<file path="config.mk">
export PLATFORM = sky130hd
export DESIGN_NAME = mesh_tick_timer
export DESIGN_NICKNAME = d
export VERILOG_FILES = /design/src/rtl/mtt_pkg.sv /design/src/rtl/mtt_cmd_decode.sv /design/src/rtl/mtt_countdown.sv /design/src/rtl/mtt_reply_fsm.sv /design/src/rtl/mesh_tick_timer.sv
export SDC_FILE = /design/constraint.sdc
export NUM_CORES = 1
export LEC_CHECK = 0
export ABC_AREA = 1
export ABC_CLOCK_PERIOD_IN_PS = 2250
export CELL_PAD_IN_SITES_DETAIL_PLACEMENT = 1
export CELL_PAD_IN_SITES_GLOBAL_PLACEMENT = 2
export CORE_MARGIN = 3
export CORE_UTILIZATION = 30
export CTS_BUF_LIST = sky130_fd_sc_hd__clkbuf_2
export CTS_CLUSTER_SIZE = 24
export DETAILED_ROUTE_END_ITERATION = 8
export DONT_BUFFER_PORTS = 1
export MAX_ROUTING_LAYER = met4
export PLACE_DENSITY_LB_ADDON = 0.1
export REMOVE_ABC_BUFFERS = 1
export SLEW_MARGIN = 30
export SYNTH_ARGS = -nofsm -noshare
export SYNTH_HDL_FRONTEND = slang
export SYNTH_SLANG_ARGS = --single-unit
</file>
<file path="constraint.sdc">
create_clock -name clk -period 2.25 [get_ports clk]
set_clock_uncertainty 0.1 [all_clocks]
set_input_delay 0.675 -clock clk [delete_from_list [all_inputs] [get_ports clk]]
set_output_delay 0.675 -clock clk [all_outputs]
set_load 0.01 [all_outputs]
</file>
<file path="src/rtl/mtt_pkg.sv">
package mtt_pkg;
    localparam int TILE_W = 6;
    localparam int OP_W   = 4;
    localparam int FLAG_W = 4;
    localparam int PL_W   = 32;
    localparam int RSVD_W = 12;
    localparam int PKT_W  = TILE_W * 2 + OP_W + FLAG_W + PL_W + RSVD_W;

    localparam logic [OP_W-1:0] OP_RELOAD = 4'h1;
    localparam logic [OP_W-1:0] OP_MASK   = 4'h2;
    localparam logic [OP_W-1:0] OP_TICK   = 4'h3;
    localparam logic [OP_W-1:0] OP_BIND   = 4'h4;
    localparam logic [OP_W-1:0] OP_IDENT  = 4'hF;

    localparam logic [7:0] KIND_TIMER = 8'h03;

    typedef struct packed {
        logic [RSVD_W-1:0] rsvd;
        logic [PL_W-1:0]   pl;
        logic [FLAG_W-1:0] flag;
        logic [OP_W-1:0]   op;
        logic [TILE_W-1:0] src;
        logic [TILE_W-1:0] dst;
    } mtt_pkt_t;

    typedef struct packed {
        logic ld_reload;
        logic set_mask;
        logic set_bind;
        logic ident;
    } mtt_cmd_t;

    typedef enum logic [1:0] {
        S_IDLE,
        S_TICK,
        S_IDENT
    } mtt_state_e;
endpackage

</file>
<file path="src/rtl/mtt_cmd_decode.sv">
module mtt_cmd_decode
    import mtt_pkg::*;
(
    input  logic     fire,
    input  mtt_pkt_t pkt,
    output mtt_cmd_t cmd
);
    always_comb begin
        cmd = '0;
        if (fire) begin
            case (pkt.op)
                OP_RELOAD: cmd.ld_reload = 1'b1;
                OP_MASK:   cmd.set_mask  = 1'b1;
                OP_BIND:   cmd.set_bind  = 1'b1;
                OP_IDENT:  cmd.ident     = 1'b1;
                default:   cmd = '0;
            endcase
        end
    end
endmodule

</file>
<file path="src/rtl/mtt_countdown.sv">
module mtt_countdown #(
    parameter int CNT_W = 32
) (
    input  logic             clk,
    input  logic             rst_n,
    input  logic             load,
    input  logic [CNT_W-1:0] load_val,
    output logic             expire
);
    logic [CNT_W-1:0] reload_q;
    logic [CNT_W-1:0] cnt_q;

    assign expire = (cnt_q == CNT_W'(1));

    always_ff @(posedge clk or negedge rst_n) begin
        if (!rst_n) begin
            reload_q <= '0;
            cnt_q    <= '0;
        end else if (load) begin
            reload_q <= load_val;
            cnt_q    <= load_val;
        end else if (cnt_q != '0) begin
            cnt_q <= expire ? reload_q : cnt_q - CNT_W'(1);
        end
    end
endmodule

</file>
<file path="src/rtl/mtt_reply_fsm.sv">
module mtt_reply_fsm
    import mtt_pkg::*;
#(
    parameter logic [TILE_W-1:0] TILE_ID = 6'h20,
    parameter logic [7:0]        VERSION = 8'h01,
    parameter logic [15:0]       CAPS    = 16'h0001
) (
    input  logic              clk,
    input  logic              rst_n,
    input  logic              tick_req,
    input  logic              ident_req,
    input  logic [TILE_W-1:0] ident_src,
    input  logic [TILE_W-1:0] bound_core,
    input  logic              tx_ready,
    output logic              tx_valid,
    output mtt_pkt_t          tx_pkt,
    output logic              id_busy
);
    mtt_state_e        state_q, state_n;
    logic              tick_pend, id_pend;
    logic [TILE_W-1:0] id_src_q;
    mtt_pkt_t          pkt_q;
    logic              hs;

    assign tx_valid = (state_q != S_IDLE);
    assign tx_pkt   = pkt_q;
    assign id_busy  = id_pend;
    assign hs       = tx_valid && tx_ready;

    function automatic mtt_pkt_t make_pkt(input logic [TILE_W-1:0] dst,
                                          input logic [OP_W-1:0] op,
                                          input logic [PL_W-1:0] pl);
        mtt_pkt_t p;
        p      = '0;
        p.dst  = dst;
        p.src  = TILE_ID;
        p.op   = op;
        p.pl   = pl;
        return p;
    endfunction

    always_ff @(posedge clk or negedge rst_n) begin
        if (!rst_n) begin
            tick_pend <= 1'b0;
            id_pend   <= 1'b0;
            id_src_q  <= '0;
        end else begin
            tick_pend <= tick_req || (tick_pend && !(hs && state_q == S_TICK));
            if (ident_req) begin
                id_pend  <= 1'b1;
                id_src_q <= ident_src;
            end else if (hs && state_q == S_IDENT) begin
                id_pend  <= 1'b0;
            end
        end
    end

    always_comb begin
        state_n = state_q;
        unique case (state_q)
            S_IDLE: begin
                if (tick_pend)    state_n = S_TICK;
                else if (id_pend) state_n = S_IDENT;
            end
            S_TICK:  if (tx_ready) state_n = S_IDLE;
            S_IDENT: if (tx_ready) state_n = S_IDLE;
            default: state_n = S_IDLE;
        endcase
    end

    always_ff @(posedge clk or negedge rst_n) begin
        if (!rst_n) state_q <= S_IDLE;
        else        state_q <= state_n;
    end

    always_ff @(posedge clk or negedge rst_n) begin
        if (!rst_n) begin
            pkt_q <= '0;
        end else if (state_q == S_IDLE) begin
            if (tick_pend)
                pkt_q <= make_pkt(bound_core, OP_TICK, PL_W'(bound_core));
            else if (id_pend)
                pkt_q <= make_pkt(id_src_q, OP_IDENT, {KIND_TIMER, VERSION, CAPS});
        end
    end
endmodule

</file>
<file path="src/rtl/mesh_tick_timer.sv">
module mesh_tick_timer
    import mtt_pkg::*;
#(
    parameter int                CNT_W   = 32,
    parameter logic [TILE_W-1:0] TILE_ID = 6'h20,
    parameter logic [7:0]        VERSION = 8'h01,
    parameter logic [15:0]       CAPS    = 16'h0001
) (
    input  logic        clk,
    input  logic        rst_n,
    input  logic        rx_valid,
    output logic        rx_ready,
    input  logic [63:0] rx_pkt,
    output logic        tx_valid,
    input  logic        tx_ready,
    output logic [63:0] tx_pkt
);
    mtt_pkt_t          cmd_pkt, out_pkt;
    mtt_cmd_t          cmd;
    logic              fire, id_busy, expire;
    logic              en_q;
    logic [TILE_W-1:0] core_q;
    logic              unused_fields;

    assign cmd_pkt  = mtt_pkt_t'(rx_pkt);
    assign rx_ready = !id_busy;
    assign fire     = rx_valid && rx_ready;
    assign tx_pkt   = 64'(out_pkt);
    assign unused_fields = ^{cmd_pkt.rsvd, cmd_pkt.flag, cmd_pkt.dst, cmd_pkt.pl};

    mtt_cmd_decode u_dec (
        .fire (fire),
        .pkt  (cmd_pkt),
        .cmd  (cmd)
    );

    always_ff @(posedge clk or negedge rst_n) begin
        if (!rst_n) begin
            en_q   <= 1'b0;
            core_q <= '0;
        end else begin
            if (cmd.set_mask) en_q   <= cmd_pkt.pl[0];
            if (cmd.set_bind) core_q <= cmd_pkt.pl[TILE_W-1:0];
        end
    end

    mtt_countdown #(.CNT_W(CNT_W)) u_cnt (
        .clk      (clk),
        .rst_n    (rst_n),
        .load     (cmd.ld_reload),
        .load_val (cmd_pkt.pl[CNT_W-1:0]),
        .expire   (expire)
    );

    mtt_reply_fsm #(
        .TILE_ID (TILE_ID),
        .VERSION (VERSION),
        .CAPS    (CAPS)
    ) u_fsm (
        .clk        (clk),
        .rst_n      (rst_n),
        .tick_req   (expire && en_q),
        .ident_req  (cmd.ident),
        .ident_src  (cmd_pkt.src),
        .bound_core (core_q),
        .tx_ready   (tx_ready),
        .tx_valid   (tx_valid),
        .tx_pkt     (out_pkt),
        .id_busy    (id_busy)
    );
endmodule

</file>
After elaboration in Yosys (flattened, before gate mapping):

Index checks and enable logic that the tools add are counted.

* register bits after elaboration: 145
* input bits: 68
* output and inout bits: 66
* word-level logic and storage cells: 58

* add/subtract/negate cells: 1
* eq/ne operators: 9
* muxes and demuxes: 16
* reduce and logical (&&, ||, !) cells: 18

Operators by type and width (number)
* $mux 64: 2
* $mux 32: 3
* $eq 32x1->1 const B: 1
* $reduce_bool 32->1: 1
* $sub 32x1->32 const B: 1
* $reduce_bool 2->1: 4
* $logic_and 1x1->1: 6
* $mux 1: 6
* $mux 2: 3
* $eq 4x1->1 const B: 1
* $eq 4x2->1 const B: 1
* $eq 4x3->1 const B: 1
* $eq 4x4->1 const B: 1
* $mux 4: 1
* $pmux 2 s2: 1
* $reduce_and 2->1: 2
* $ne 3x1->1 const B: 1
* $eq 2x1->1 const B: 1
* $eq 2x2->1 const B: 1
* $logic_not 1->1: 2
* $logic_not 2->1: 1
* $ne 2x1->1 const B: 1
* $reduce_or 2->1: 1
* $logic_or 1x1->1: 1

Depth between registers and ports, before layout:

* word-level depth: 6
* mapped depth: 11
* depth with buffers taken out: 10

By module:

Synthesis repeated with hierarchy kept, for this count alone.

* cells, all modules: 755
* area total of the unflattened synthesis: 5706.7 µm²

Modules (own cells, without submodules)
* mtt_countdown: instances 1, cells an instance 537, area each 3854.9 µm², sequential area each 1601.5 µm²
* mtt_reply_fsm: instances 1, cells an instance 168, area each 1508.9 µm², sequential area each 600.6 µm²
* mesh_tick_timer: instances 1, cells an instance 35, area each 280.3 µm², sequential area each 175.2 µm²
* mtt_cmd_decode: instances 1, cells an instance 15, area each 62.6 µm², sequential area each 0.0 µm²

Worst setup path before layout:

No wires, ideal clock.

* path type: in2reg
* start: input rx_valid
* end: register u_cnt.cnt_q[9]
* setup time: 123 ps
* arrival time: 1646 ps
* required time: 2027 ps
* slack: 381 ps
* cell stages on the path: 9
* path buffers: 2
* cells stage by stage: inv_1 -> nor2_1 -> nand4_2 -> buf_2 -> buf_2 -> nand2_1 -> nand2_1 -> nand2_1 -> a21oi_1

* word-level cells in the longest chain between the ends: 3
* elaborated cells between the ends (all ways): 4
* those cells by class: mux: 2; reduce/logical: 2

Ends and longest elaborated chain
* start, declared: line mesh_tick_timer.sv:11 `input logic rx_valid,`
* $logic_and 1x1->1 (*): line mesh_tick_timer.sv:27 `assign fire = rx_valid && rx_ready;`
* $mux 4 (*): line mtt_cmd_decode.sv:10 `if (fire) begin`
* $mux 32 / $reduce_bool 2->1 (equally long branches)
* end signal, assigned: line mtt_countdown.sv:21 `cnt_q <= load_val;`
* end signal, assigned: line mtt_countdown.sv:23 `cnt_q <= expire ? reload_q : cnt_q - CNT_W'(1);`
* end, declared: line mtt_countdown.sv:11 `logic [CNT_W-1:0] cnt_q;`

Mark *: on every way between the ends. The rest lies on a longest branch, timed or not.
A chain may end at the register's enable or synchronous reset.

Worst setup path after layout:

* start: register u_fsm.state_q[1]
* end: output tx_valid

* word-level cells in the longest chain between the ends: 1

Ends and longest elaborated chain
* start, declared: line mtt_reply_fsm.sv:19 `mtt_state_e state_q, state_n;`
* start signal, assigned: line mtt_reply_fsm.sv:73 `else state_q <= state_n;`
* $reduce_bool 2->1: line mtt_reply_fsm.sv:25 `assign tx_valid = (state_q != S_IDLE);`
* end, declared: line mesh_tick_timer.sv:14 `output logic tx_valid,`

Every way passes these cells.

==> impl_metrics.ini <==
[die]
start_util_pct = 31.0
coreArea_um2 = 17500
die_w_um = 140
rows = 48
die_height_um = 140
io_pins = 134
die_area_um2 = 19700

[grt]
grt_start_max_net_pins = 96
antenna_found_initial = 1
grt_pass1_wl_um = 24500
overflow = 0
grt_pass1_vias = 4695
gr-usage-all-layers_pct = 16.0

[critical_path]
rrSetupSlack_ps = 220
rr_endpoint = u_cnt.cnt_q[18]
slowest_delay_ps = 480
path_delay_family = flip-flops
worst-path-buf-inv = 2
worstPathArrival_ps = 1410
rr_worst_depth = 10
critPathCaptureType = output port
path_cells = inv_2, ha_4, inv_4
cp-start-kind = flop
crit_type = flop to output port
reg2reg_from = u_cnt.cnt_q[0]
slowest_stage = dfrtp_1
cp_max_fo = 3
critPathRequiredTime_ps = 1470

[yosys]
syn-cell-area_um2 = 5420
yosys.area.top_type = dfrtp_1
ys_top_cells_by_area = dfrtp_1, nand2_1, buf_4, nor2_1, inv_1
seq_area_frac_synth_pct = 43.9
synth_async_sr_flop_share_pct = 100
synth.top_cell.area_share_pct = 43.9
yosysUniqueCellTypes = 33
ys_seq_elements = 95
synthMuxAreaShare_pct = 1.25
synthXorXnorAreaFrac_pct = 1.78
synth_top_family_by_area = simple AND/OR/NAND/NOR gates
synth_fa_ha_area_share_pct = 1.39
synthFlopType = dfrtp_1
synthCells = 718
synth_compound_area_share_pct = 7.60
synth_edf_count = 0
synthSimpleGateAreaFrac_pct = 29.9
yosysWarnings = 0
avgSynthCellArea_um2 = 7.55

[cells_and_area]
fin_cells = 980
area.growth.synth_to_final_pct = 9.72
drive_gt1_share_pct = 10.5
post-route-util_pct = 34.0
n_fill_cell = 2177
num-nets-final = 822

[clock_tree]
cts.clk_slew.worst_paths_ps = 330
cts_root_buf = clkbuf_2
cts_tree = built
clk_latency_ps = 650
cts.sinks = 95
numCtsBuffers = 9
clockBufferDepth = 2
htree_levels = 3

[placement]
gp_routability_congestion = 0.844
dp_hpwl_um = 11300
io_buffer_count = 0
place_ws_ps = 111
place_inst = 934

[route]
drtAntennaViolNets = 0
drtIter0Drc = 177
post-route-drc-count = 0
vias = 4449
wl_per_cell_um = 15.1
drt_pass1_iterations = 4
post_drt_via_cell_ratio = 4.54
wirelength_um = 14800

[timing]
setup_viol_count_final = 0
min_period_ps = 2180
max_slew_margin_pct = 66.3
drv_slew = 0
hold_viol = 95
rsz0062_at_grt = yes
worst_slew_pin_slew_ps = 502
hold_ws_ps = -438
post-route-period-util_pct = 97.0
setup_tns_ps = 0
timing.fmax_mhz = 458
setup_slack_ps = 68.0

[power]
p_comb_share_pct = 37.7
p_total_mw = 6.31
p_switching_mw = 2.71
p_int_mw = 3.60
pwr-share-seq_pct = 46.5
pwr-share-clk_pct = 15.8
swShare_pct = 43.0
p_leak_nw = 2.95
p_per_area_nw_per_um2 = 1060
max-vdd-ir-drop_mv = 0.335

[job]
drv_cap = 0

[status]
violations = hold timing
status = finished with violations

[worst_hold_path]
hold_class = primary input to async pin
==> routing by layer <==
metal / global-route usage, % / up-vias / share of wire [%]
met3: 2.59 / 12 / 2.6
li1: - / 2218 / -
met2: 25.9 / 59 / 49
met4: 4.90 / 0 / 1.4
met5: - / - / 0
met1: 20.6 / 2160 / 47
==> cells by family after synthesis <==
kind of cell             count (synthesis)
AND/OR/NAND/NOR                        382
buffers and inverters                  141
flip-flops                              95
multiplexers                             6
XOR/XNOR                                11
adder cells (fa/ha/maj)                  6
AO/OA/AOI/OAI                           76
other                                    1
==> Yosys cell counts, drive strengths merged (5+ instances only) <==
| cell | number |
|---|---|
| nand2 | 224 |
| buf | 64 |
| a21oi | 41 |
| ha | 6 |
| nand3 | 45 |
| nor2 | 91 |
| o21ai | 27 |
| dfrtp | 95 |
| mux2 | 6 |
| or2 | 5 |
| inv | 73 |
| nand4 | 12 |
| xor2 | 5 |
| xnor2 | 6 |
==> cell type report <==
cell class                 count  area (um^2)  share of cell area [%]
multi-input combinational    525         2450                    41.2
timing repair buffer          44          408                    6.86
clock buffer                   9         45.0                   0.758
sequential                    95         2380                    40.0
clock inverter                 7          103                    1.73
inverter                      73          277                    4.65
antenna                        2         5.00                  0.0842
tap                          225          282                    4.74
==> worst reg2reg max path, cell delays in order (launching register included) <==
cell and delay [ps]:
dfrtp_1 490, inv_1 110, ha_1 240, nand2_1 160, nor2_4 310, nand2_1 130, o21ai_1 140, nand2_1 60
nand2_1 50, nand2_1 50, a21oi_1 110
==> state kept, by name (all words and copies together) (netlist names) <==
register / count
u_fsm.state_q: 2
u_cnt.cnt_q: 32
u_fsm.id_src_q: 6
u_fsm.tick_pend: 1
u_cnt.reload_q: 32
en_q: 1
core_q: 6
u_fsm.tx_pkt: 14
u_fsm.id_busy: 1
==> placed cells by master, fill, tap and decap left out, types with 6 or more instances in the layout <==
cell type / count
nand2_1: 219
dfrtp_1: 94
nor2_1: 79
inv_1: 66
nand3_1: 44
conb_1: 44
a21oi_1: 41
o21ai_0: 25
dlygate4sd3_1: 21
buf_4: 21
nand4_1: 11
clkbuf_2: 9
nor2_2: 8
inv_2: 6
xnor2_1: 6
mux2_2: 6
==> power by group through the flow <==
stage	Clock [mW]	Sequential (mW)	Combinational, mW
2_1_floorplan	0	2.79	1.80
3_3_place_gp	0	2.98	2.21
3_5_place_dp	0	2.99	2.28
4_1_cts	1.06	2.95	2.39
5_1_grt	1.13	3.03	2.80
6_report	0.996	2.93	2.38
==> stage by stage <==
step	instance area, um^2	hold slack (ps)
after floorplan	5090	279
after global placement	5500	285
after detailed placement	5500	285
after CTS	5870	-529
after global routing	5940	-549
final	5940	-438
==> how the worst max path moves through the flow <==
stage,from,end,slack [ps],depth (start not counted)
after floorplan,rx_valid,u_cnt.reload_q[13],-410,6
after global placement,u_cnt.cnt_q[21],u_cnt.cnt_q[28],120,8
final,u_fsm.state_q[1],tx_valid,70,3
after detailed placement,rx_valid,u_cnt.cnt_q[10],110,10
after global routing,u_fsm.state_q[1],tx_valid,-60,3
after CTS,u_fsm.state_q[1],tx_valid,-0.08,3
==> timing repair <==
action	CTS	global route
gates resized for setup	6	1
endpoints found under the hold margin	117	98
endpoints found under the setup margin	1	25
hold buffers	18	3
setup buffers	4	3
pin swaps	1	1
(Power assumes the default switching activity.)
